**src/rtl/bss_pkg.sv**
```systemverilog
package bss_pkg;

  localparam int unsigned ADDR_W = 32;
  localparam int unsigned WORD_W = 16;
  localparam int unsigned DATA_W = 2 * WORD_W;

  typedef enum logic [3:0] {
    BC_NOP,
    BC_IDLE,
    BC_PFETCH,
    BC_WR_HI,
    BC_WR_LO,
    BC_RD_HI,
    BC_RD_LO,
    BC_PUSH_HI,
    BC_PUSH_LO,
    BC_POP_HI,
    BC_POP_LO,
    BC_VEC_HI,
    BC_VEC_LO,
    BC_IACK,
    BC_SSP_HI,
    BC_SSP_LO
  } bus_code_e;

  typedef enum logic [2:0] {
    ACT_NONE,
    ACT_EA2,
    ACT_PC2,
    ACT_ADVQ,
    ACT_END
  } step_act_e;

  typedef struct packed {
    bus_code_e code;
    step_act_e act;
  } step_t;

  // ROM entry points of the stored programs
  localparam int unsigned PRG_BOOT = 0;
  localparam int unsigned PRG_XFER = 8;
  localparam int unsigned PRG_MISC = 20;
  localparam int unsigned PRG_VEC  = 24;
  localparam int unsigned PRG_WAIT = 28;

  function automatic logic code_is_upper(bus_code_e c);
    return (c == BC_WR_HI) || (c == BC_RD_HI) || (c == BC_PUSH_HI) ||
           (c == BC_POP_HI) || (c == BC_VEC_HI) || (c == BC_SSP_HI);
  endfunction

  function automatic logic code_is_wait(bus_code_e c);
    return (c == BC_NOP) || (c == BC_IDLE);
  endfunction

  function automatic step_t mk_step(bus_code_e c, step_act_e a);
    step_t s;
    s.code = c;
    s.act  = a;
    return s;
  endfunction

endpackage

```
**src/rtl/bss_rst_sync.sv**
```systemverilog
module bss_rst_sync #(
  parameter int unsigned STAGES = 2
) (
  input  logic clk,
  input  logic rst_n,
  output logic rst_sync_n
);

  logic [STAGES-1:0] chain_q;

  always_ff @(posedge clk or negedge rst_n) begin
    if (!rst_n) chain_q <= '0;
    else        chain_q <= {chain_q[STAGES-2:0], 1'b1};
  end

  assign rst_sync_n = chain_q[STAGES-1];

endmodule

```
**src/rtl/bss_step_rom.sv**
```systemverilog
module bss_step_rom
  import bss_pkg::*;
#(
  parameter int unsigned AW = 5
) (
  input  logic [AW-1:0] addr,
  output step_t         step
);

  always_comb begin
    case (int'(addr))
      // start-up program
      0:  step = mk_step(BC_SSP_HI,  ACT_EA2);
      1:  step = mk_step(BC_SSP_LO,  ACT_EA2);
      2:  step = mk_step(BC_VEC_HI,  ACT_EA2);
      3:  step = mk_step(BC_VEC_LO,  ACT_NONE);
      4:  step = mk_step(BC_PFETCH,  ACT_ADVQ);
      5:  step = mk_step(BC_PFETCH,  ACT_NONE);
      6:  step = mk_step(BC_WR_HI,   ACT_END);   // sentinel carries a write that must not happen
      // transfer program
      8:  step = mk_step(BC_RD_HI,   ACT_EA2);
      9:  step = mk_step(BC_RD_LO,   ACT_EA2);
      10: step = mk_step(BC_PUSH_LO, ACT_NONE);
      11: step = mk_step(BC_PUSH_HI, ACT_NONE);
      12: step = mk_step(BC_NOP,     ACT_NONE);
      13: step = mk_step(BC_IDLE,    ACT_NONE);
      14: step = mk_step(BC_POP_HI,  ACT_NONE);
      15: step = mk_step(BC_POP_LO,  ACT_NONE);
      16: step = mk_step(BC_WR_HI,   ACT_EA2);
      17: step = mk_step(BC_WR_LO,   ACT_NONE);
      18: step = mk_step(BC_NOP,     ACT_END);
      // acknowledge and fetch program
      20: step = mk_step(BC_IACK,    ACT_NONE);
      21: step = mk_step(BC_PFETCH,  ACT_ADVQ);
      22: step = mk_step(BC_PFETCH,  ACT_PC2);
      23: step = mk_step(BC_NOP,     ACT_END);
      // vector program
      24: step = mk_step(BC_VEC_HI,  ACT_EA2);
      25: step = mk_step(BC_VEC_LO,  ACT_NONE);
      26: step = mk_step(BC_NOP,     ACT_END);
      // wait-only program
      28: step = mk_step(BC_NOP,     ACT_NONE);
      29: step = mk_step(BC_IDLE,    ACT_NONE);
      30: step = mk_step(BC_RD_HI,   ACT_END);
      default: step = mk_step(BC_NOP, ACT_END);
    endcase
  end

endmodule

```
**src/rtl/bss_cycle_ctrl.sv**
```systemverilog
module bss_cycle_ctrl
  import bss_pkg::*;
#(
  parameter int unsigned AW        = 5,
  parameter int unsigned NOP_CLKS  = 4,
  parameter int unsigned IDLE_CLKS = 2
) (
  input  logic          clk,
  input  logic          rst_n,
  input  logic          start_i,
  input  logic [AW-1:0] start_addr_i,
  input  step_t         step_i,
  input  logic          dtack_n_i,
  output logic [AW-1:0] ptr_o,
  output logic          req_o,
  output logic          cyc_done_o,
  output logic          done_o,
  output logic          busy_o,
  output logic          idle_o
);

  localparam int unsigned MAXW = (NOP_CLKS > IDLE_CLKS) ? NOP_CLKS : IDLE_CLKS;
  localparam int unsigned CW   = $clog2(MAXW) + 1;

  typedef enum logic [1:0] {ST_IDLE, ST_BOOT, ST_RUN} st_e;

  st_e           st_q, st_d;
  logic [AW-1:0] ptr_q, ptr_d;
  logic [CW-1:0] cnt_q, cnt_d;
  logic          ptr_en, cnt_en;
  logic          run, is_wait, is_end, wait_last;
  logic [CW-1:0] wait_lim;

  always_comb begin
    run       = (st_q == ST_RUN);
    is_end    = (step_i.act == ACT_END);
    is_wait   = code_is_wait(step_i.code);
    wait_lim  = (step_i.code == BC_NOP) ? CW'(NOP_CLKS - 1) : CW'(IDLE_CLKS - 1);
    wait_last = (cnt_q == wait_lim);

    req_o      = run && !is_end && !is_wait;
    cyc_done_o = run && !is_end && (is_wait ? wait_last : !dtack_n_i);
    done_o     = run && is_end;
    busy_o     = (st_q != ST_IDLE);
    idle_o     = (st_q == ST_IDLE);

    st_d   = st_q;
    ptr_d  = ptr_q;
    cnt_d  = cnt_q;
    ptr_en = 1'b0;
    cnt_en = 1'b0;

    case (st_q)
      ST_BOOT: begin
        st_d   = ST_RUN;
        ptr_d  = AW'(PRG_BOOT);
        ptr_en = 1'b1;
        cnt_d  = '0;
        cnt_en = 1'b1;
      end
      ST_IDLE: begin
        if (start_i) begin
          st_d   = ST_RUN;
          ptr_d  = start_addr_i;
          ptr_en = 1'b1;
          cnt_d  = '0;
          cnt_en = 1'b1;
        end
      end
      ST_RUN: begin
        if (is_end) begin
          st_d = ST_IDLE;
        end else if (cyc_done_o) begin
          ptr_d  = ptr_q + 1'b1;
          ptr_en = 1'b1;
          cnt_d  = '0;
          cnt_en = 1'b1;
        end else if (is_wait) begin
          cnt_d  = cnt_q + 1'b1;
          cnt_en = 1'b1;
        end
      end
      default: st_d = ST_IDLE;
    endcase
  end

  always_ff @(posedge clk or negedge rst_n) begin
    if (!rst_n) begin
      st_q  <= ST_BOOT;
      ptr_q <= '0;
      cnt_q <= '0;
    end else begin
      st_q <= st_d;
      if (ptr_en) ptr_q <= ptr_d;
      if (cnt_en) cnt_q <= cnt_d;
    end
  end

  assign ptr_o = ptr_q;

  a_r1_boot_enters_prog0: assert property (@(posedge clk) disable iff (!rst_n)
    (st_q == ST_BOOT) |=> (st_q == ST_RUN && ptr_q == AW'(PRG_BOOT)));

  a_r2_hold_until_ack: assert property (@(posedge clk) disable iff (!rst_n)
    (req_o && dtack_n_i) |=> (req_o && $stable(ptr_q)));

  a_r7_wait_bound: assert property (@(posedge clk) disable iff (!rst_n)
    run |-> (cnt_q < CW'(MAXW)));

  a_r8_done_then_idle: assert property (@(posedge clk) disable iff (!rst_n)
    done_o |=> (!busy_o && !done_o));

endmodule

```
**src/rtl/bss_datapath.sv**
```systemverilog
module bss_datapath
  import bss_pkg::*;
(
  input  logic              clk,
  input  logic              rst_n,
  input  bus_code_e         code_i,
  input  step_act_e         act_i,
  input  logic              cyc_done_i,
  input  logic              idle_i,
  input  logic              sup_i,
  input  logic              ld_ea_i,
  input  logic              ld_dat_i,
  input  logic [DATA_W-1:0] ld_val_i,
  input  logic [WORD_W-1:0] rdata_i,
  output logic [ADDR_W-1:0] addr_o,
  output logic              we_o,
  output logic              upper_o,
  output logic              iack_o,
  output logic [WORD_W-1:0] wdata_o,
  output logic [ADDR_W-1:0] pc_o,
  output logic [ADDR_W-1:0] ea_o,
  output logic [DATA_W-1:0] bd_o,
  output logic [ADDR_W-1:0] usp_o,
  output logic [ADDR_W-1:0] ssp_o,
  output logic [WORD_W-1:0] pq0_o,
  output logic [WORD_W-1:0] pq1_o
);

  localparam logic [ADDR_W-1:0] STEP = ADDR_W'(WORD_W / 8);

  logic [ADDR_W-1:0] pc_q, pc_d, ea_q, ea_d, usp_q, usp_d, ssp_q, ssp_d, sp_cur;
  logic [DATA_W-1:0] bd_q, bd_d;
  logic [WORD_W-1:0] pq0_q, pq0_d, pq1_q, pq1_d;
  logic              is_push, is_pop, reg_en;

  // bus-side decode
  always_comb begin
    sp_cur  = sup_i ? ssp_q : usp_q;
    is_push = (code_i == BC_PUSH_HI) || (code_i == BC_PUSH_LO);
    is_pop  = (code_i == BC_POP_HI)  || (code_i == BC_POP_LO);
    upper_o = code_is_upper(code_i);
    we_o    = is_push || (code_i == BC_WR_HI) || (code_i == BC_WR_LO);
    iack_o  = (code_i == BC_IACK);
    if (code_i == BC_PFETCH) addr_o = pc_q;
    else if (is_push)        addr_o = sp_cur - STEP;
    else if (is_pop)         addr_o = sp_cur;
    else                     addr_o = ea_q;
    wdata_o = upper_o ? bd_q[DATA_W-1:WORD_W] : bd_q[WORD_W-1:0];
  end

  // next-state
  always_comb begin
    pc_d  = pc_q;
    ea_d  = ea_q;
    bd_d  = bd_q;
    usp_d = usp_q;
    ssp_d = ssp_q;
    pq0_d = pq0_q;
    pq1_d = pq1_q;

    if (cyc_done_i) begin
      case (code_i)
        BC_PFETCH: begin
          pq1_d = rdata_i;
          pc_d  = pc_q + STEP;
        end
        BC_RD_HI, BC_POP_HI:           bd_d[DATA_W-1:WORD_W] = rdata_i;
        BC_RD_LO, BC_POP_LO, BC_IACK:  bd_d[WORD_W-1:0]      = rdata_i;
        BC_VEC_HI: begin
          bd_d[DATA_W-1:WORD_W] = rdata_i;
          pc_d[ADDR_W-1:WORD_W] = rdata_i;
        end
        BC_VEC_LO: begin
          bd_d[WORD_W-1:0] = rdata_i;
          pc_d[WORD_W-1:0] = rdata_i;
        end
        BC_SSP_HI: ssp_d[ADDR_W-1:WORD_W] = rdata_i;
        BC_SSP_LO: ssp_d[WORD_W-1:0]      = rdata_i;
        default: ;
      endcase

      if (is_push || is_pop) begin
        if (sup_i) ssp_d = is_push ? ssp_q - STEP : ssp_q + STEP;
        else       usp_d = is_push ? usp_q - STEP : usp_q + STEP;
      end

      case (act_i)
        ACT_EA2:  ea_d  = ea_q + STEP;
        ACT_PC2:  pc_d  = pc_d + STEP;
        ACT_ADVQ: pq0_d = pq1_d;
        default: ;
      endcase
    end

    if (idle_i && ld_ea_i)  ea_d = ld_val_i;
    if (idle_i && ld_dat_i) bd_d = ld_val_i;

    reg_en = cyc_done_i || (idle_i && (ld_ea_i || ld_dat_i));
  end

  always_ff @(posedge clk or negedge rst_n) begin
    if (!rst_n) begin
      pc_q  <= '0;
      ea_q  <= '0;
      bd_q  <= '0;
      usp_q <= '0;
      ssp_q <= '0;
      pq0_q <= '0;
      pq1_q <= '0;
    end else if (reg_en) begin
      pc_q  <= pc_d;
      ea_q  <= ea_d;
      bd_q  <= bd_d;
      usp_q <= usp_d;
      ssp_q <= ssp_d;
      pq0_q <= pq0_d;
      pq1_q <= pq1_d;
    end
  end

  assign pc_o  = pc_q;
  assign ea_o  = ea_q;
  assign bd_o  = bd_q;
  assign usp_o = usp_q;
  assign ssp_o = ssp_q;
  assign pq0_o = pq0_q;
  assign pq1_o = pq1_q;

  // a push lowers the pair of stack pointers by exactly one word in total
  a_r5_push_dec: assert property (@(posedge clk) disable iff (!rst_n)
    (cyc_done_i && is_push) |=> ((usp_q + ssp_q) == $past(usp_q + ssp_q) - STEP));

  a_r5_pop_inc: assert property (@(posedge clk) disable iff (!rst_n)
    (cyc_done_i && is_pop) |=> ((usp_q + ssp_q) == $past(usp_q + ssp_q) + STEP));

  a_r6_fetch_pc: assert property (@(posedge clk) disable iff (!rst_n)
    (cyc_done_i && code_i == BC_PFETCH && act_i == ACT_NONE) |=> (pc_q == $past(pc_q) + STEP));

  a_r6_advance_copies: assert property (@(posedge clk) disable iff (!rst_n)
    (cyc_done_i && act_i == ACT_ADVQ) |=> (pq0_q == pq1_q));

endmodule

```
**src/rtl/bus_step_seq.sv**
```systemverilog
module bus_step_seq
  import bss_pkg::*;
#(
  parameter int unsigned ROM_AW    = 5,
  parameter int unsigned NOP_CLKS  = 4,
  parameter int unsigned IDLE_CLKS = 2
) (
  input  logic              clk,
  input  logic              rst_n,
  input  logic              start,
  input  logic [ROM_AW-1:0] start_addr,
  input  logic              supervisor,
  input  logic              ld_ea,
  input  logic              ld_dat,
  input  logic [31:0]       ld_val,
  output logic              mem_req,
  output logic [31:0]       mem_addr,
  output logic              mem_we,
  output logic              mem_upper,
  output logic              mem_iack,
  output logic [15:0]       mem_wdata,
  input  logic [15:0]       mem_rdata,
  input  logic              dtack_n,
  output logic              busy,
  output logic              done,
  output logic [31:0]       pc,
  output logic [31:0]       ea,
  output logic [31:0]       bus_data,
  output logic [31:0]       usp,
  output logic [31:0]       ssp,
  output logic [15:0]       pq0,
  output logic [15:0]       pq1
);

  logic              rst_sync_n;
  logic [ROM_AW-1:0] ptr;
  step_t             step;
  logic              cyc_done, idle;

  bss_rst_sync #(.STAGES(2)) u_rst (
    .clk        (clk),
    .rst_n      (rst_n),
    .rst_sync_n (rst_sync_n)
  );

  bss_step_rom #(.AW(ROM_AW)) u_rom (
    .addr (ptr),
    .step (step)
  );

  bss_cycle_ctrl #(
    .AW        (ROM_AW),
    .NOP_CLKS  (NOP_CLKS),
    .IDLE_CLKS (IDLE_CLKS)
  ) u_ctrl (
    .clk          (clk),
    .rst_n        (rst_sync_n),
    .start_i      (start),
    .start_addr_i (start_addr),
    .step_i       (step),
    .dtack_n_i    (dtack_n),
    .ptr_o        (ptr),
    .req_o        (mem_req),
    .cyc_done_o   (cyc_done),
    .done_o       (done),
    .busy_o       (busy),
    .idle_o       (idle)
  );

  bss_datapath u_dp (
    .clk        (clk),
    .rst_n      (rst_sync_n),
    .code_i     (step.code),
    .act_i      (step.act),
    .cyc_done_i (cyc_done),
    .idle_i     (idle),
    .sup_i      (supervisor),
    .ld_ea_i    (ld_ea),
    .ld_dat_i   (ld_dat),
    .ld_val_i   (ld_val),
    .rdata_i    (mem_rdata),
    .addr_o     (mem_addr),
    .we_o       (mem_we),
    .upper_o    (mem_upper),
    .iack_o     (mem_iack),
    .wdata_o    (mem_wdata),
    .pc_o       (pc),
    .ea_o       (ea),
    .bd_o       (bus_data),
    .usp_o      (usp),
    .ssp_o      (ssp),
    .pq0_o      (pq0),
    .pq1_o      (pq1)
  );

  a_r2_addr_stable: assert property (@(posedge clk) disable iff (!rst_sync_n)
    (mem_req && dtack_n) |=> (mem_req && $stable(mem_addr) && $stable(mem_we) && $stable(mem_upper)));

  a_r8_no_req_on_done: assert property (@(posedge clk) disable iff (!rst_sync_n)
    done |-> !mem_req);

endmodule

```
**config.mk**
```make
export PLATFORM = sky130hd
export DESIGN_NAME = bus_step_seq
export DESIGN_NICKNAME = d
export VERILOG_FILES = /design/src/rtl/bss_pkg.sv /design/src/rtl/bss_rst_sync.sv /design/src/rtl/bss_step_rom.sv /design/src/rtl/bss_cycle_ctrl.sv /design/src/rtl/bss_datapath.sv /design/src/rtl/bus_step_seq.sv
export SDC_FILE = /design/constraint.sdc
export NUM_CORES = 1
export LEC_CHECK = 0
export CELL_PAD_IN_SITES_DETAIL_PLACEMENT = 2
export CELL_PAD_IN_SITES_GLOBAL_PLACEMENT = 2
export CORE_MARGIN = 4
export CORE_UTILIZATION = 31
export DETAILED_ROUTE_END_ITERATION = 8
export GPL_TIMING_DRIVEN = 1
export PLACE_DENSITY_LB_ADDON = 0.1
export SYNTH_ARGS = -nofsm -noshare
export SYNTH_HDL_FRONTEND = slang
export SYNTH_SLANG_ARGS = --single-unit
```
**constraint.sdc**
```tcl
create_clock -name clk -period 10.7 [get_ports clk]
set_input_delay 2.675 -clock clk [delete_from_list [all_inputs] [get_ports clk]]
set_output_delay 2.675 -clock clk [all_outputs]
set_load 0.02 [all_outputs]
```
# Yosys cells after proc, flatten, opt, wreduce, memory -nomap -nowiden

Memory sizes are Yosys's and may differ from the RTL's.
Index checks and enable logic that the tools add are counted.

Bits of input ports: 60
Memory bits (read-only): 224
Memories kept: 1
Logic and storage cells: 140
Bits in latches: 0
Register bits: 204
Bits in writable memories: 0

$lt $le $gt $ge: 0
Reduce and logical (&&, ||, !) cells: 43
Eq/ne operators: 27
Multiplexer cells: 46
Add/sub/neg operators: 10
Bitwise logic cells: 1
Multiply operators: 0
Shifts and indexed selects: 0
Div/mod/pow operators: 0

Memories:

| memory          | depth | bits a word | rd ports | clocked after memory_dff | wr ports | RTL line           | source |
|---|---|---|---|---|---|---|---|
| (no name shown) | 32    | 7           | 1        | 0                        | 0        | bss_step_rom.sv:11 | `case (int'(addr))` |

Operator list:

| cell                  | count |
|---|---|
| $mux 32               | 14 |
| $add 32x2->32 const B | 5 |
| $mux 16               | 8 |
| $sub 32x2->32 const B | 3 |
| $pmux 16 s2           | 2 |
| $eq 4x4->1 const B    | 8 |
| $eq 4x3->1 const B    | 4 |
| $mux 5                | 3 |
| $pmux 5 s3            | 1 |
| $logic_or 1x1->1      | 13 |
| $mux 3                | 4 |
| $reduce_and 3->1      | 4 |
| $reduce_bool 2->1     | 6 |
| $reduce_and 5->1      | 2 |
| $pmux 3 s3            | 1 |
| $eq 4x2->1 const B    | 2 |
| $logic_and 1x1->1     | 7 |
| $mux 1                | 7 |
| $eq 3x2->1 const B    | 2 |
| $mux 2                | 3 |
| $ne 2x2->1 const B    | 3 |
| $pmux 1 s3            | 2 |
| $pmux 2 s3            | 1 |
| $add 5x1->5 const B   | 1 |
| 18 further kinds      | 21 |

# Longest topological paths before layout

Gate-level depths: netlist (run 1).
An unclocked memory read counts as a cell.

Word-level depth: 10
Depth in mapped cells: 22
Mapped depth without buffers: 19

# By module

From an unflattened synthesis (run 1), not the netlist that was laid out.

Cells, all modules: 1990
Area, all modules: 16418.2 µm²

Modules (own cells, without submodules):

| module         | area each (µm²) | seq. area each (µm²) | instances | cells each |
|---|---|---|---|---|
| bss_datapath   | 15349.7         | 4779.6               | 1         | 1868 |
| bss_cycle_ctrl | 664.4           | 251.5                | 1         | 72 |
| bss_step_rom   | 350.3           | 0.0                  | 1         | 47 |
| bss_rst_sync   | 53.8            | 50.0                 | 1         | 3 |

# Worst setup path after synthesis (run 1)

OpenSTA, ideal clock, no wires.

Path kind: input -> output
From: input supervisor
To: output mem_addr[31]
Arrival: 7.209 ns
Stages on the path: 16
Slack: 0.816 ns
Required time: 8.025 ns
Cell sequence: clkbuf_1 -> buf_2 -> buf_1 -> buf_2 -> buf_1 -> clkbuf_1 -> mux2i_1 -> ha_1 -> o21ai_0 -> or2_2 -> or3_1 -> nor4_1 -> nand3_1 -> xor2_1 -> a21oi_1 -> a21oi_1

Longest elaborated chain between the ends: 4

RTL lines:

| element                                  | RTL line                               | source |
|---|---|---|
| start, declared                          | bus_step_seq.sv:12                     | `input logic supervisor,` |
| $mux 32 *                                | bss_datapath.sv:38                     | `sp_cur = sup_i ? ssp_q : usp_q;` |
| $sub 32x2->32 or $mux 32 (tied branches) | bss_datapath.sv:45, bss_datapath.sv:46 |  |
| $mux 32 *                                | bss_datapath.sv:45                     | `else if (is_push) addr_o = sp_cur - STEP;` |
| $mux 32 *                                | bss_datapath.sv:44                     | `if (code_i == BC_PFETCH) addr_o = pc_q;` |
| end, declared                            | bus_step_seq.sv:17                     | `output logic [31:0] mem_addr,` |

Mark *: on every way between the ends. The rest lies on a longest branch, timed or not.

# Worst setup path in the final report (run 1)

From: input supervisor
To: output mem_addr[25]

Same word-level chain as after synthesis.

==> flow_metrics.tcl, run 1 <==
set metrics [dict create \
    die_w_um 237 \
    hold_buffers 0 \
    die_h_um 237 \
    r2r-end "u_dp.ssp_o[31]$_DFFE_PN0P_" \
    worstPathArrival_ns 7.11 \
    ant_nets 0 \
    finalMaxSlewViolations 0 \
    routedWlPerCell_um 27.5 \
    rsz0062_at_grt "false" \
    vias 17100 \
    crit_end "mem_addr[25]" \
    dieArea_sq_um 56200 \
    finalSetupTns_ns 0 \
    vias_per_cell 5.78 \
    synthTopCellsByArea "dfrtp_1, nand2_1, o21ai_0" \
    cts_resized 0 \
    synth_top_area_share_pct 31.1 \
    cap_violations 0 \
    htree_levels 1 \
    io_buffers 304 \
    critical_path.startpoint_type "primary input" \
    syn_area_sq_um 16300 \
    fin_hold_ws_ns 0.234 \
    avgSynthCellArea_sq_um 8.12 \
    drt-initial-drc-count 999 \
    routed_wl_um 81300 \
    io_pins 306 \
    grt-ovfl-total 0 \
    clock_skew_ns 0.0134 \
    synth_top_area_cell "dfrtp_1" \
    grt_pass1_wl_um 121000 \
    grt_util_all_layers_pct 27.8 \
    grt_max_degree 91 \
    grt_pass1_vias 18100 \
    reg2reg_depth 19 \
    synthCells 2004 \
    dr.pass1.iters 5 \
    cp-startpoint "supervisor" \
    r2r-start "u_ctrl.ptr_o[1]$_DFFE_PN0P_" \
    cts_sinks 203 \
    cp-end-kind "primary output" \
    async_flop_share_pct 100 \
    start_util_pct 31.5 \
    worst_pin_slew_ns 1.16 \
    period_share_pct 91.4 \
    synth_nets 2139 \
    period_needed_ns 9.78 \
    final_nets 2384 \
    regToRegSetupSlack_ns 3.17 \
    drcViolationCount 0 \
    cts_root_buffer "clkbuf_16" \
    ys_seq_elements 203 \
    critPathKind "primary input to primary output" \
    clock_path_buffers 3 \
    antenna_found_initial 4 \
    status "finished clean" \
    cts_setup_buffers 0 \
    ys.warnings.count 0 \
    ys_seq_area_share_pct 31.2 \
    crit_fanout 31 \
    slew_headroom_pct 22.7 \
    synth_cell_types 89 \
    hpwlAfterDp_um 62100 \
    cts_tree "yes" \
    setup_viol 0 \
    cts_made_buffers 28 \
    cp_data_required_time_ns 8.03 \
    clk_pin_slew_ns 0.06 \
    rows 83 \
    clock_latency_ns 0.57 \
    synthTopCellsByCount "nand2_1, dfrtp_1, o21ai_0, nor2_1, a21oi_1" \
    synthMostInstantiatedCell "nand2_1" \
    drive_gt1_share_pct 7.13 \
    synth_edf_count 0 \
    place_congestion 0.878 \
    synthFlopType "dfrtp_1" \
    syn2layout_area_growth_pct 28.3 \
    core_region_area_sq_um 51600 \
    hold_class "flip-flop to async pin" \
    clock.fmax_mhz 102 \
    final_hold_viol_count 0 \
]
-- per-layer routing --
metal / global-route usage (%) / wire, um
met5: 0 / 17
met4: 8.07 / 2780
met3: 4.59 / 4180
met2: 46.5 / 38000
met1: 37.0 / 36300
-- layout make-up --
cell class / count / area [sq um]
clock inverter: 12 / 156
multi-input combinational: 1630 / 10500
timing repair buffer: 338 / 3290
tap: 680 / 851
inverter: 48 / 180
fill: 5755 / 30700
sequential: 203 / 5080
antenna: 2 / 5.00
clock buffer: 40 / 796
-- stage by stage --
stage / instance area (sq um) / utilization [%] / setup WS [ns] / cells
floorplan: 16300 / - / 0.816 / 2004
finish: 20900 / 40.5 / 0.917 / 2953
global route: 20900 / 40.4 / 0.618 / 2951
global placement: 19900 / 38.6 / 1.08 / 2899
detailed placement: 19900 / 38.6 / 0.998 / 2899
CTS: 20900 / 40.4 / 0.954 / 2951
-- cells by family after synthesis --
kind of cell	Yosys count	share of synthesized area (%)
DFF	203	31.2
other	2	0.0462
xor gates and xnor gates	126	6.78
buffers and inverters	171	4.35
and+or+nand+nor	715	20.8
adders and majority gates	75	5.86
muxes	135	8.67
AOI/OAI and AO/OA	577	22.3
-- placed cells by master (no fill, tap or decap), types with 7 or more instances in the layout --
| master | n |
|---|---|
| and3_1 | 23 |
| a211oi_1 | 17 |
| nand2_1 | 287 |
| nand4_1 | 24 |
| ha_1 | 73 |
| o31ai_1 | 12 |
| clkbuf_1 | 7 |
| o32ai_1 | 9 |
| nand3b_1 | 8 |
| nand2b_1 | 8 |
| nor3b_1 | 7 |
| nor2_1 | 166 |
| or4_1 | 7 |
| clkbuf_16 | 28 |
| o21bai_1 | 10 |
| nor4_1 | 18 |
| a211o_1 | 7 |
| clkdlybuf4s50_1 | 303 |
| xor2_1 | 54 |
| a221oi_1 | 14 |
| nor3_1 | 35 |
| mux2_2 | 43 |
| and2_1 | 12 |
| a21oi_1 | 132 |
| mux2i_1 | 91 |
| o22ai_1 | 27 |
| a21o_1 | 34 |
| xnor2_1 | 72 |
| buf_4 | 34 |
| a31oi_1 | 8 |
| o211ai_1 | 30 |
| or3_1 | 22 |
| inv_1 | 48 |
| o21ai_0 | 194 |
| o21a_1 | 9 |
| dfrtp_1 | 201 |
| nand3_1 | 59 |
-- how the worst min path moves through the flow --
stage                                 end                  startpoint  slack, ns
2_1_floorplan  u_rst.chain_q[1]$_DFF_PN0_  u_rst.chain_q[0]$_DFF_PN0_       0.33
3_3_place_gp    u_dp.pc_o[18]$_DFFE_PN0P_  u_rst.chain_q[1]$_DFF_PN0_       0.25
3_5_place_dp    u_dp.pc_o[20]$_DFFE_PN0P_  u_rst.chain_q[1]$_DFF_PN0_       0.26
4_1_cts         u_dp.pc_o[20]$_DFFE_PN0P_  u_rst.chain_q[1]$_DFF_PN0_       0.26
5_1_grt         u_dp.pc_o[20]$_DFFE_PN0P_  u_rst.chain_q[1]$_DFF_PN0_       0.27
6_report        u_dp.pc_o[20]$_DFFE_PN0P_  u_rst.chain_q[1]$_DFF_PN0_       0.23
-- sequential cells by signal, summed over array words and instances (netlist names) --
register,count
u_dp.ssp_o,32
u_ctrl.cnt_q,3
u_dp.bd_o,32
u_ctrl.st_q,2
u_dp.pq1_o,16
u_rst.chain_q,2
u_dp.ea_o,32
u_ctrl.ptr_o,5
u_dp.pq0_o,16
u_dp.usp_o,31
u_dp.pc_o,32
-- critical path: stages --
cell	delay [ns]
buf_2	0.39
buf_4	0.50
mux2i_1	0.46
o211ai_1	0.18
or3_1	0.50
nor4_1	0.82
nand2_1	0.16
xnor2_1	0.16
a21oi_1	0.22
nor2_1	0.07
a21oi_1	0.27
clkdlybuf4s50_1	0.67
Power of run 1 is left out: the tool's default activity adds up to more than one toggle a clock period on the data nets, which glitch-free logic cannot reach.
==> inputs of run 2 (changes only) <==
Settings changed: REMOVE_ABC_BUFFERS from default to 1.
==> run 2 against run 1 <==
  * Fmax is 0.43% higher
  * Count of clock-buffer cells in the layout shrank 7
  * Via count down 1.2%
  * Wire length down 3.5%
  * Core utilization about the same
  * Die area did not move
  * Sequential share of layout area hardly changed
  * Worst hold slack improved by 0.11 ns
  * Cell count barely moved
  * Highest routed layer is now met4
  * Critical path type unchanged
  * Critical path depth stayed put
  * Largest cell class unchanged
  * Sequential cell count did not move
  * Design area about the same
==> flow_metrics.tcl, run 2 (same netlist as run 1, synthesis figures left out) <==
set metrics [dict create \
    dieArea_sq_um 56200 \
    vias 16900 \
    start_util_pct 31.5 \
    cap_violations 0 \
    drive_gt1_share_pct 7.27 \
    grt_pass1_wl_um 117000 \
    cts_resized 0 \
    period_needed_ns 9.74 \
    die_h_um 237 \
    io_pins 306 \
    rsz0062_at_grt "false" \
    worstPathCellList "buf_2 -> mux2i_1 -> ha_1 -> o21ai_0 -> or2_2 -> or3_1 -> nor4_1 -> nand3_1 -> xnor2_1 -> o21ai_0 -> a21oi_1 -> clkdlybuf4s50_1" \
    clock.fmax_mhz 103 \
    cts_sinks 203 \
    layout_common_cells "clkdlybuf4s50_1, nand2_1, dfrtp_1" \
    cts_root_buffer "clkbuf_16" \
    grt_max_degree 69 \
    cts_tree "yes" \
    register_area_sq_um 5080 \
    hold_buffers 0 \
    core_region_area_sq_um 51600 \
    slew_headroom_pct 20.7 \
    routedWlPerCell_um 26.6 \
    ant_nets 0 \
    multi_input_area_sq_um 10500 \
    final_nets 2385 \
    hold_class "flip-flop to async pin" \
    place_congestion 0.882 \
    rows 83 \
    critPathKind "primary input to primary output" \
    setup_viol 0 \
    grt_pass1_vias 17800 \
    finalMaxSlewViolations 0 \
    hpwlAfterDp_um 59100 \
    cpMaxStageDelayCell "nor4_1" \
    finalNonFillerCells 2951 \
    grt_util_all_layers_pct 26.8 \
    clk_pin_slew_ns 0.06 \
    regToRegSetupSlack_ns 3.94 \
    max_stage_delay_ns 0.87 \
    crit_fanout 17 \
    grt-ovfl-total 0 \
    cts_setup_buffers 0 \
    antenna_found_initial 1 \
    io_buffers 304 \
    drcViolationCount 0 \
    clock_skew_ns 0.0197 \
    status "finished clean" \
    worst_pin_slew_ns 1.18 \
    die_w_um 237 \
    finalSetupTns_ns 0 \
    final_hold_viol_count 0 \
    cp_data_required_time_ns 8.03 \
    cts_made_buffers 28 \
    reg2reg_depth 20 \
    layout.cells.most_common "clkdlybuf4s50_1" \
    htree_levels 1 \
    critical_path.startpoint_type "primary input" \
    placed_cells 2900 \
    period_share_pct 91.0 \
    clock_latency_ns 0.57 \
    clock_path_buffers 3 \
    cp-end-kind "primary output" \
    fill_cells 5865 \
    crit_top_cell "o21ai_0" \
    drt-initial-drc-count 1019 \
    vias_per_cell 5.71 \
    dr.pass1.iters 5 \
    routed_wl_um 78500 \
    worstPathArrival_ns 7.07 \
    syn2layout_area_growth_pct 28.3 \
    final_util_pct 40.4 \
]
==> run 2: changes by cell type in the layout (fill, tap and decap cells not counted), sizes merged <==
cell      delta
buf          +1
clkbuf       -7
clkinv       +1
clkinvlp     +2
inv          +1
==> run 2: path summary, 6_finish.rpt <==
path                                              endpoint                        start
min in group clk                u_rst.chain_q[1]$_DFF_PN0_   u_rst.chain_q[0]$_DFF_PN0_
worst min register to register   u_dp.bd_o[18]$_DFFE_PN0P_   u_rst.chain_q[1]$_DFF_PN0_
max in group asynchronous        u_dp.pc_o[25]$_DFFE_PN0P_   u_rst.chain_q[1]$_DFF_PN0_
worst max register to register  u_dp.ssp_o[31]$_DFFE_PN0P_  u_ctrl.ptr_o[1]$_DFFE_PN0P_
worst max-delay path                          mem_addr[29]                   supervisor
worst min-delay path             u_dp.bd_o[18]$_DFFE_PN0P_   u_rst.chain_q[1]$_DFF_PN0_
==> run 2: stage by stage <==
| stage | worst slack, ns | hold WS (ns) | area (sq um) |
|---|---|---|---|
| finish | 0.958 | 0.346 | 20900 |
| global route | 0.786 | 0.356 | 20900 |
| CTS | 1.02 | 0.354 | 20900 |
| detailed placement | 1.04 | 0.340 | 19900 |
| global placement | 1.26 | 0.339 | 19900 |
| floorplan | -0.427 | 0.331 | 15700 |
==> run 2: area by class of cell <==
class	count	share of cell area, %
repair buffers	339	15.8
diodes	2	0.0240
well taps	680	4.08
inverters	48	0.863
clock buffers	33	3.54
clock inverters	16	0.905
flip-flops and latches	203	24.4
multi-input cells	1630	50.4
==> run 2: critical path, delay by kind of cell <==
kind                       cells  cell delay [ns]
and+or+nand+nor                4             1.87
buffers and inverters          2             1.02
AOI/OAI and AO/OA              3             0.51
muxes                          1             0.47
adders and majority gates      1             0.28
xor gates and xnor gates       1             0.21
==> run 2: routing by layer <==
layer / global-route usage, % / share of wire (%)
met1: 34.8 / 44
met2: 46.4 / 49
met3: 3.84 / 4.0
met4: 7.31 / 3.1
met5: 0 / 0
Power of run 2 is left out for the same reason.
